==> src/rtl/pdc_pkg.sv <==
package pdc_pkg;
  // Cache target; value equals the page criticality bit
  typedef enum logic {
    TGT_MAIN = 1'b0,
    TGT_MINI = 1'b1
  } tgt_e;
endpackage

==> src/rtl/page_attr_table.sv <==
module page_attr_table #(
  parameter int PG_W = 6
) (
  input  logic            clk,
  input  logic            rst_n,
  input  logic            wr_en,
  input  logic [PG_W-1:0] wr_idx,
  input  logic            wr_crit,
  input  logic [PG_W-1:0] rd_idx,
  output logic            rd_crit
);
  localparam int NUM_PAGES = 1 << PG_W;

  logic [NUM_PAGES-1:0] attr_q;
  logic [NUM_PAGES-1:0] attr_d;

  for (genvar g = 0; g < NUM_PAGES; g++) begin : g_entry
    always_comb begin
      attr_d[g] = attr_q[g];
      if (wr_en && (wr_idx == PG_W'(g))) attr_d[g] = wr_crit;
    end

    always_ff @(posedge clk or negedge rst_n) begin
      if (!rst_n) attr_q[g] <= 1'b1;
      else        attr_q[g] <= attr_d[g];
    end
  end

  // read sees the registered value: a same-cycle write is not visible
  assign rd_crit = attr_q[rd_idx];
endmodule

==> src/rtl/route_ctrl.sv <==
module route_ctrl
  import pdc_pkg::*;
(
  input  logic clk,
  input  logic rst_n,
  input  logic req_fire,
  input  tgt_e req_tgt,
  input  logic main_rsp_v,
  input  logic mini_rsp_v,
  output logic busy,
  output tgt_e sel_tgt,
  output logic done_main,
  output logic done_mini
);
  logic busy_d;
  tgt_e sel_d;

  assign done_main = busy && (sel_tgt == TGT_MAIN) && main_rsp_v;
  assign done_mini = busy && (sel_tgt == TGT_MINI) && mini_rsp_v;

  always_comb begin
    busy_d = busy;
    sel_d  = sel_tgt;
    if (req_fire) begin
      busy_d = 1'b1;
      sel_d  = req_tgt;
    end else if (done_main || done_mini) begin
      busy_d = 1'b0;
    end
  end

  always_ff @(posedge clk or negedge rst_n) begin
    if (!rst_n) begin
      busy    <= 1'b0;
      sel_tgt <= TGT_MAIN;
    end else begin
      busy    <= busy_d;
      sel_tgt <= sel_d;
    end
  end
endmodule

==> src/rtl/perf_counters.sv <==
module perf_counters #(
  parameter int CNT_W     = 32,
  parameter int CYC_W     = 40,
  parameter int ACC_COST  = 2,
  parameter int MISS_COST = 25
) (
  input  logic             clk,
  input  logic             rst_n,
  input  logic             acc_main,
  input  logic             acc_mini,
  input  logic             miss_main,
  input  logic             miss_mini,
  output logic [CNT_W-1:0] main_acc,
  output logic [CNT_W-1:0] main_miss,
  output logic [CNT_W-1:0] mini_acc,
  output logic [CNT_W-1:0] mini_miss,
  output logic [CYC_W-1:0] cyc_est
);
  localparam int NCNT = 4;
  localparam logic [CYC_W-1:0] ACC_INC  = CYC_W'(ACC_COST);
  localparam logic [CYC_W-1:0] MISS_INC = CYC_W'(MISS_COST);

  logic [NCNT-1:0]  cnt_en;
  logic [CNT_W-1:0] cnt_q [NCNT];
  logic [CYC_W-1:0] cyc_d;
  logic             cyc_en;

  assign cnt_en = {miss_mini, acc_mini, miss_main, acc_main};

  for (genvar g = 0; g < NCNT; g++) begin : g_cnt
    always_ff @(posedge clk or negedge rst_n) begin
      if (!rst_n)        cnt_q[g] <= '0;
      else if (cnt_en[g]) cnt_q[g] <= cnt_q[g] + 1'b1;
    end
  end

  always_comb begin
    cyc_d = cyc_est;
    if (acc_main || acc_mini)   cyc_d = cyc_d + ACC_INC;
    if (miss_main || miss_mini) cyc_d = cyc_d + MISS_INC;
  end
  assign cyc_en = |cnt_en;

  always_ff @(posedge clk or negedge rst_n) begin
    if (!rst_n)      cyc_est <= '0;
    else if (cyc_en) cyc_est <= cyc_d;
  end

  assign main_acc  = cnt_q[0];
  assign main_miss = cnt_q[1];
  assign mini_acc  = cnt_q[2];
  assign mini_miss = cnt_q[3];
endmodule

==> src/rtl/page_dual_cache_dispatch.sv <==
module page_dual_cache_dispatch
  import pdc_pkg::*;
#(
  parameter int ADDR_W    = 16,
  parameter int DATA_W    = 32,
  parameter int OFS_W     = 10,
  parameter int CNT_W     = 32,
  parameter int CYC_W     = 40,
  parameter int ACC_COST  = 2,
  parameter int MISS_COST = 25,
  localparam int PG_W     = ADDR_W - OFS_W
) (
  input  logic              clk,
  input  logic              rst_n,
  input  logic              cfg_we,
  input  logic [PG_W-1:0]   cfg_page,
  input  logic              cfg_crit,
  input  logic              cpu_req_valid,
  output logic              cpu_req_ready,
  input  logic [ADDR_W-1:0] cpu_req_addr,
  input  logic              cpu_req_we,
  input  logic [DATA_W-1:0] cpu_req_wdata,
  output logic              cpu_rsp_valid,
  output logic [DATA_W-1:0] cpu_rsp_rdata,
  output logic              main_req_valid,
  output logic [ADDR_W-1:0] main_req_addr,
  output logic              main_req_we,
  output logic [DATA_W-1:0] main_req_wdata,
  input  logic              main_rsp_valid,
  input  logic [DATA_W-1:0] main_rsp_rdata,
  input  logic              main_rsp_miss,
  output logic              mini_req_valid,
  output logic [ADDR_W-1:0] mini_req_addr,
  output logic              mini_req_we,
  output logic [DATA_W-1:0] mini_req_wdata,
  input  logic              mini_rsp_valid,
  input  logic [DATA_W-1:0] mini_rsp_rdata,
  input  logic              mini_rsp_miss,
  output logic [CNT_W-1:0]  main_acc_cnt,
  output logic [CNT_W-1:0]  main_miss_cnt,
  output logic [CNT_W-1:0]  mini_acc_cnt,
  output logic [CNT_W-1:0]  mini_miss_cnt,
  output logic [CYC_W-1:0]  cycle_est
);
  logic [PG_W-1:0] page_idx;
  logic            page_crit;
  tgt_e            route;
  logic            req_fire;
  logic            busy;
  tgt_e            sel_tgt;
  logic            done_main;
  logic            done_mini;

  assign page_idx = cpu_req_addr[ADDR_W-1:OFS_W];

  page_attr_table #(.PG_W(PG_W)) attr_i (
    .clk     (clk),
    .rst_n   (rst_n),
    .wr_en   (cfg_we),
    .wr_idx  (cfg_page),
    .wr_crit (cfg_crit),
    .rd_idx  (page_idx),
    .rd_crit (page_crit)
  );

  assign route         = page_crit ? TGT_MINI : TGT_MAIN;
  assign cpu_req_ready = !busy;
  assign req_fire      = cpu_req_valid && !busy;

  route_ctrl ctrl_i (
    .clk        (clk),
    .rst_n      (rst_n),
    .req_fire   (req_fire),
    .req_tgt    (route),
    .main_rsp_v (main_rsp_valid),
    .mini_rsp_v (mini_rsp_valid),
    .busy       (busy),
    .sel_tgt    (sel_tgt),
    .done_main  (done_main),
    .done_mini  (done_mini)
  );

  assign main_req_valid = req_fire && (route == TGT_MAIN);
  assign mini_req_valid = req_fire && (route == TGT_MINI);
  assign main_req_addr  = cpu_req_addr;
  assign mini_req_addr  = cpu_req_addr;
  assign main_req_we    = cpu_req_we;
  assign mini_req_we    = cpu_req_we;
  assign main_req_wdata = cpu_req_wdata;
  assign mini_req_wdata = cpu_req_wdata;

  assign cpu_rsp_valid = done_main || done_mini;
  assign cpu_rsp_rdata = (sel_tgt == TGT_MINI) ? mini_rsp_rdata : main_rsp_rdata;

  perf_counters #(
    .CNT_W(CNT_W), .CYC_W(CYC_W), .ACC_COST(ACC_COST), .MISS_COST(MISS_COST)
  ) perf_i (
    .clk       (clk),
    .rst_n     (rst_n),
    .acc_main  (main_req_valid),
    .acc_mini  (mini_req_valid),
    .miss_main (done_main && main_rsp_miss),
    .miss_mini (done_mini && mini_rsp_miss),
    .main_acc  (main_acc_cnt),
    .main_miss (main_miss_cnt),
    .mini_acc  (mini_acc_cnt),
    .mini_miss (mini_miss_cnt),
    .cyc_est   (cycle_est)
  );
endmodule

==> config.mk <==
export PLATFORM = sky130hd
export DESIGN_NAME = page_dual_cache_dispatch
export DESIGN_NICKNAME = d
export VERILOG_FILES = /design/src/rtl/pdc_pkg.sv /design/src/rtl/page_attr_table.sv /design/src/rtl/route_ctrl.sv /design/src/rtl/perf_counters.sv /design/src/rtl/page_dual_cache_dispatch.sv
export SDC_FILE = /design/constraint.sdc
export NUM_CORES = 1
export LEC_CHECK = 0
export CORE_MARGIN = 2
export CORE_UTILIZATION = 30
export CTS_CLUSTER_SIZE = 10
export DETAILED_ROUTE_END_ITERATION = 10
export GPL_ROUTABILITY_DRIVEN = 1
export PLACE_DENSITY_LB_ADDON = 0.3
export SYNTH_ARGS = -nofsm -noshare
export SYNTH_HDL_FRONTEND = slang
export SYNTH_SLANG_ARGS = --single-unit
export TNS_END_PERCENT = 50
==> constraint.sdc <==
create_clock -name clk -period 4.3 [get_ports clk]
set_input_delay 0.86 -clock clk [delete_from_list [all_inputs] [get_ports clk]]
set_output_delay 0.86 -clock clk [all_outputs]
set_load 0.01 [all_outputs]
==> metrics.md, run 1 <==
| Metric | Value |
|---|---|
| Status | `finished clean` |
| FFs w/ async S/R, synth | `100.0%` |
| Total gr overflow | `0` |
| Startpoint Class | `input port` |
| Die Wd | `214.3 um` |
| Tcrit/Tclk final | `97.05%` |
| Largest family of logic cells by synthesized area | `simple AND/OR/NAND/NOR gates` |
| Synth Instances | `1275` |
| Initial Util | `30.21%` |
| Largest net degree at the start of global routing | `88` |
| Core area | `0.04393 sq mm` |
| Ranking of synthesized cells by area | `dfrtp_1 (32%), dfstp_2 (13%), mux2_2 (8.5%)` |
| TritonRoute pass-1 iters | `4` |
| I/O Pins | `430` |
| EDFF count, synth | `0` |
| First-pass GRT wire length | `58990 um` |
| Reg2Reg Depth | `10` |
| Post-route insts no fill | `2116` |
| Worst-path clk slew | `60 ps` |
| I/O Buffers | `300` |
| Clock skew | `11.72 ps` |
| Post-DP HPWL | `27390 um` |
| Top cell type's share of synthesized area | `32.06%` |
| DRC | `0` |
| Vias in the first global route | `10.46k` |
| Final setup vio count | `0` |
| P_leak | `6.824 nW` |
| Slew Limit Fails | `0` |
| Fin. Hold Viols | `0` |
| Hold slack | `302.2 ps` |
| Global placement routability congestion | `0.8510` |
| Synth Warn # | `0` |
| WL final | `36860 um` |
| Die footprint | `0.04593 sq mm` |
| Ant diodes | `0` |
| Distinct cells, synth | `65` |
| GRT Util Overall | `15.81%` |
| Simple-gate portion of the synthesized area | `19.88%` |
| Placed instance count | `2061` |
| Worst vdd ir | `333.0 uV` |
| Min-Delay Path Class | `input port to async pin` |
| CP Max Fanout | `18` |
| Fraction of the mapped netlist area in adder cells | `0.6411%` |
| TritonCTS clock tree | `built` |
| DR WL/cell | `17.42 um` |
| Actual slew at the worst max-slew pin | `1073 ps` |
| Sequential area share after synthesis | `44.73%` |
| Syn avg cell area | `10.41 sq um` |
| Final worst slack | `127.0 ps` |
| Power per cell area | `383.4 mW/mm^2` |
| Worst setup path category | `input port to primary output` |
| Post-synthesis xor/xnor area fraction | `11.95%` |
| Fmax achieved | `239.6 MHz` |
| Via density | `4.810` |
| Multiplexer area fraction after synthesis | `12.26%` |
| Layout Nets | `1639` |
| Clk sinks | `234` |
| Die Span Y | `214.3 um` |
| CTS max path bufs | `3` |
| Area leader, netlist | `dfrtp_1` |
| Num CTS Buffers | `29` |
| H-Tree Depth | `1` |
| #FFs+latches synth | `234` |
| CP arrival | `3310 ps` |
| Max-cap viol count | `0` |
| Initial antenna violation count | `0` |
| Critical path endpoint category | `primary output` |
| Syn_nets | `1409` |
| Row count | `77` |
| Final Core Density | `39.51%` |
| Worst slew margin | `27.82%` |
| Antenna-violating nets left | `0` |
| Worst Path Required | `3440 ps` |
| Skew-Pair Late Insertion Delay | `550 ps` |
| Final total power | `6.655 mW` |
| Min Tclk post-route | `4173 ps` |
| CTS Hold Bufs | `0` |
| Root Buffer | `clkbuf_16` |
| Via count | `10.18k` |
| Share of layout cells above drive strength 1 | `19.16%` |
| Mapped cell area | `0.01327 sq mm` |
| Area delta synth->final | `30.79%` |
| Initial drt markers | `525` |
| Main synth FF type | `dfrtp_1` |
| Setup Slack @ Placement | `-429.2 ps` |
| RSZ-0062 raised after global routing | `false` |
| Compound-Gate Fraction of Synth Area | `3.074%` |
[where the power goes]
group | leakage, nW | internal, mW | switching [mW] | total (mW)
sequential | 2.92 | 2.47 | 0.319 | 2.79
clock | 0.426 | 1.34 | 0.939 | 2.28
combinational | 3.47 | 0.890 | 0.691 | 1.58
total | 6.82 | 4.71 | 1.95 | 6.65
[metrics by stage]
step | cell area [sq um] | setup TNS [ps]
detailed placement | 16410 | -879.8
global placement | 16410 | -767.0
CTS | 17350 | 0
floorplan | 13270 | 0
finish | 17360 | 0
global route | 17360 | 0
[state kept, by name, indices dropped and copies added (netlist names)]
register	count
perf_i.cyc_est	40
perf_i.main_acc	32
attr_i.attr_q	64
perf_i.main_miss	32
ctrl_i.busy	1
perf_i.mini_acc	32
ctrl_i.sel_tgt	1
perf_i.mini_miss	32
[final timing paths]
check | from | endpoint | slack, ps
min in group clk | perf_i.mini_miss[31] | perf_i.mini_miss[31] | 460
worst min-delay path | rst_n | perf_i.mini_acc[12] | 300
worst max-delay path | cpu_req_addr[11] | main_req_valid | 130
max in group asynchronous | rst_n | attr_i.attr_q[32] | 2890
worst min register to register | perf_i.mini_miss[31] | perf_i.mini_miss[31] | 460
worst max register to register | perf_i.cyc_est[1] | perf_i.cyc_est[32] | 780
[synthesized netlist by cell type (8+ instances only)]
| master | count |
|---|---|
| mux4_2 | 20 |
| xnor2_1 | 124 |
| clkbuf_1 | 31 |
| and3_1 | 24 |
| a211oi_1 | 8 |
| dfstp_2 | 64 |
| o21ai_0 | 14 |
| nand2_1 | 150 |
| nand4_1 | 43 |
| and2_1 | 9 |
| nor3_1 | 36 |
| and4_1 | 19 |
| nor2_1 | 86 |
| nor4_1 | 15 |
| inv_1 | 18 |
| nand2b_1 | 9 |
| dfrtp_1 | 170 |
| or2_2 | 8 |
| a21oi_1 | 14 |
| mux2_2 | 100 |
| buf_4 | 100 |
| nand3_1 | 55 |
| xor2_1 | 57 |
[routing by layer]
layer	GRT usage (%)	routed length [um]
met5	0	0
met1	20.95	16320
met4	4.838	936
met3	3.035	2060
met2	26.18	17540
[worst max-delay path: stages]
cell	delay, ps
clkdlybuf4s50_1	510
buf_12	180
mux4_2	310
mux4_2	500
mux2i_1	190
mux2_4	190
buf_4	140
nand2_2	60
inv_1	90
dlygate4sd2_1	280
[cell usage in the layout (no fill, tap or decap), types with 4 or more instances in the layout]
cell type / count
and2_1: 9
inv_1: 18
clkbuf_16: 30
and3_1: 24
or4_1: 6
xor2_1: 57
dfrtp_1: 170
mux2i_1: 5
nand4b_1: 7
nand2_1: 150
nor3_1: 36
clkbuf_8: 4
nand2b_1: 9
a21oi_1: 14
or2_2: 8
o21ai_0: 14
dfstp_2: 64
a31oi_1: 7
nor2_1: 86
mux4_2: 20
xnor2_1: 124
a211oi_1: 8
nand3_1: 55
buf_4: 35
or3_1: 6
nor3b_1: 6
clkbuf_1: 13
mux2_2: 99
buf_12: 5
clkdlybuf4s50_1: 295
nor4_1: 15
nor2b_1: 7
ha_1: 6
and4_1: 19
nand4_1: 43
[timing repair]
action,CTS,global route
pin swaps,0,0
buffers inserted,3,1
endpoints found under the setup margin,2,1
resized for setup,7,1
gates cloned,1,0
[cell families after synthesis]
| group | count (synthesis) |
|---|---|
| AO/OA/AOI/OAI | 62 |
| buffers and inverters | 160 |
| XOR/XNOR | 181 |
| AND/OR/NAND/NOR | 506 |
| flip-flops | 234 |
| adder cells (fa/ha/maj) | 7 |
| multiplexers | 125 |
[final cells by class]
type	count	area [sq um]
clock inverter	3	18.77
inverter	18	67.56
fill	4325	26580
tap	592	740.7
sequential	234	5936
multi-input combinational	881	6346
clock buffer	47	854.6
timing repair buffer	341	3393
Power figures use the tool's default switching activity.
==> run 2: changes to the inputs <==
- CORE_ASPECT_RATIO: not set -> 1.5
- clock period: 4.3 -> 4.4 ns (I/O delays scaled with it)
==> metrics.md, run 2 (synthesis gave the netlist of run 1 again) <==
| Metric | Value |
|---|---|
| Root Buffer | `clkbuf_16` |
| Startpoint Class | `input port` |
| Fin. Hold Viols | `0` |
| Vias in the first global route | `10.72k` |
| Top Registers | `attr_i.attr_q (64), perf_i.cyc_est (40)` |
| Die Wd | `175.7 um` |
| Row count | `94` |
| Register name with the most flops | `attr_i.attr_q` |
| Core area | `0.04375 sq mm` |
| Via count | `10.29k` |
| Most frequent cells in the layout | `clkdlybuf4s50_1 (296), dfrtp_1 (169), nand2_1 (150), xnor2_1 (124), mux2_2 (99)` |
| Worst Path Required | `3520 ps` |
| Ant diodes | `0` |
| Final setup vio count | `0` |
| RSZ-0062 raised after global routing | `false` |
| CP Max Fanout | `9` |
| Final Core Density | `39.32%` |
| Global placement routability congestion | `0.8303` |
| Max-cap viol count | `0` |
| Worst reg2reg endpoint | `perf_i.cyc_est[35]` |
| Post-DP HPWL | `28070 um` |
| H-Tree Depth | `1` |
| Min Tclk post-route | `4210 ps` |
| P_leak | `6.752 nW` |
| Actual slew at the worst max-slew pin | `996.3 ps` |
| TritonCTS clock tree | `built` |
| Clock skew | `21.49 ps` |
| Worst slew margin | `33.34%` |
| Most common cell after layout, fill and taps aside | `clkdlybuf4s50_1` |
| Share of layout cells above drive strength 1 | `18.50%` |
| DR WL/cell | `17.93 um` |
| Slew Limit Fails | `0` |
| Via density | `4.938` |
| WL final | `37380 um` |
| Initial Util | `30.33%` |
| Skew-Pair Late Insertion Delay | `560 ps` |
| Status | `finished clean` |
| Min-Delay Path Class | `input port to async pin` |
| Largest net degree at the start of global routing | `90` |
| Flop-to-flop setup slack | `880 ps` |
| Worst-path clk slew | `60 ps` |
| GRT Util Overall | `16.03%` |
| Fmax achieved | `237.5 MHz` |
| Reg2Reg Depth | `9` |
| Placed instance count | `2042` |
| Hold slack | `348.3 ps` |
| Antenna-violating nets left | `0` |
| DRC | `0` |
| Total gr overflow | `0` |
| TritonRoute pass-1 iters | `5` |
| Worst vdd ir | `230.3 uV` |
| Layout Nets | `1632` |
| Initial drt markers | `565` |
| Critical path endpoint category | `primary output` |
| Source of the critical timing path | `cpu_req_addr[10]` |
| Power per cell area | `365.2 mW/mm^2` |
| Largest register FFs | `64` |
| Num CTS Buffers | `27` |
| Clk sinks | `234` |
| CP arrival | `3330 ps` |
| I/O Buffers | `300` |
| First-pass GRT wire length | `59050 um` |
| Worst R2R Start | `perf_i.cyc_est[1]` |
| Initial antenna violation count | `2` |
| Post-route insts no fill | `2084` |
| Area delta synth->final | `29.62%` |
| Die footprint | `0.04597 sq mm` |
| I/O Pins | `430` |
| Die Span Y | `261.6 um` |
| Critical Path Sink | `mini_req_valid` |
| Worst setup path category | `input port to primary output` |
| CTS max path bufs | `3` |
| Tcrit/Tclk final | `95.69%` |
-- run 2: changes by cell type in the layout (fill, tap and decap cells not counted), sizes merged --
cell / change
clkbuf: -8
dlymetal6s2s: +1
buf: -7
clkdlybuf4s50: +1
clkdlybuf4s15: -1
clkinv: -2
-- run 2: routing by layer --
metal	up-vias	GRT usage [%]	part of all wire [%]
li1	4803	-	-
met1	5015	17.11	36
met2	360	29.63	52
met3	111	3.600	7.2
met4	2	7.943	4.5
met5	-	0	0.043
-- run 2: cell type report --
cell class | count | area, sq um
fillers | 4306 | 26550
multi-input cells | 881 | 6359
flip-flops and latches | 234 | 5937
repair buffers | 336 | 3392
well taps | 576 | 720.7
clock buffers | 38 | 716.9
inverters | 18 | 67.56
clock inverters | 1 | 8.758
-- run 2: timing repair --
action / in CTS / in global routing
gates cloned: 1 / 1
endpoints found under the setup margin: 2 / 1
gates resized for setup: 5 / 2
buffers inserted: 0 / 1
hold buffers: 0 / 0
-- run 2: critical path, cell delays in order --
cell	delay, ps
clkbuf_2	140
bufbuf_16	300
mux4_2	480
mux4_2	480
mux2i_1	150
mux2_4	210
nand2b_4	140
inv_1	60
clkdlybuf4s50_1	480
-- run 2: per-stage QoR --
stage          worst slack, ps  TNS (ps)  area, sq um  total power, mW
2_1_floorplan            540.1         0        13270            3.560
3_3_place_gp            -346.8    -649.2        16400            4.327
3_5_place_dp            -360.8    -652.4        16400            4.352
4_1_cts                  6.771         0        17170            6.402
5_1_grt                  88.46         0        17200            6.628
6_report                 189.8         0        17200            6.282
-- run 2: power breakdown --
group | internal (mW) | switching (mW) | total (mW)
Clock | 1.11 | 0.863 | 1.97
Combinational | 0.883 | 0.716 | 1.60
Sequential | 2.42 | 0.287 | 2.71
-- run 2: how the worst min path moves through the flow --
stage,endpoint,slack [ps],cells after the start
3_5_place_dp,perf_i.main_miss[31],460,1
4_1_cts,perf_i.main_miss[6],360,1
6_report,perf_i.main_acc[19],350,1
3_3_place_gp,perf_i.main_miss[31],460,1
2_1_floorplan,perf_i.main_acc[31],500,1
5_1_grt,perf_i.main_acc[23],390,1
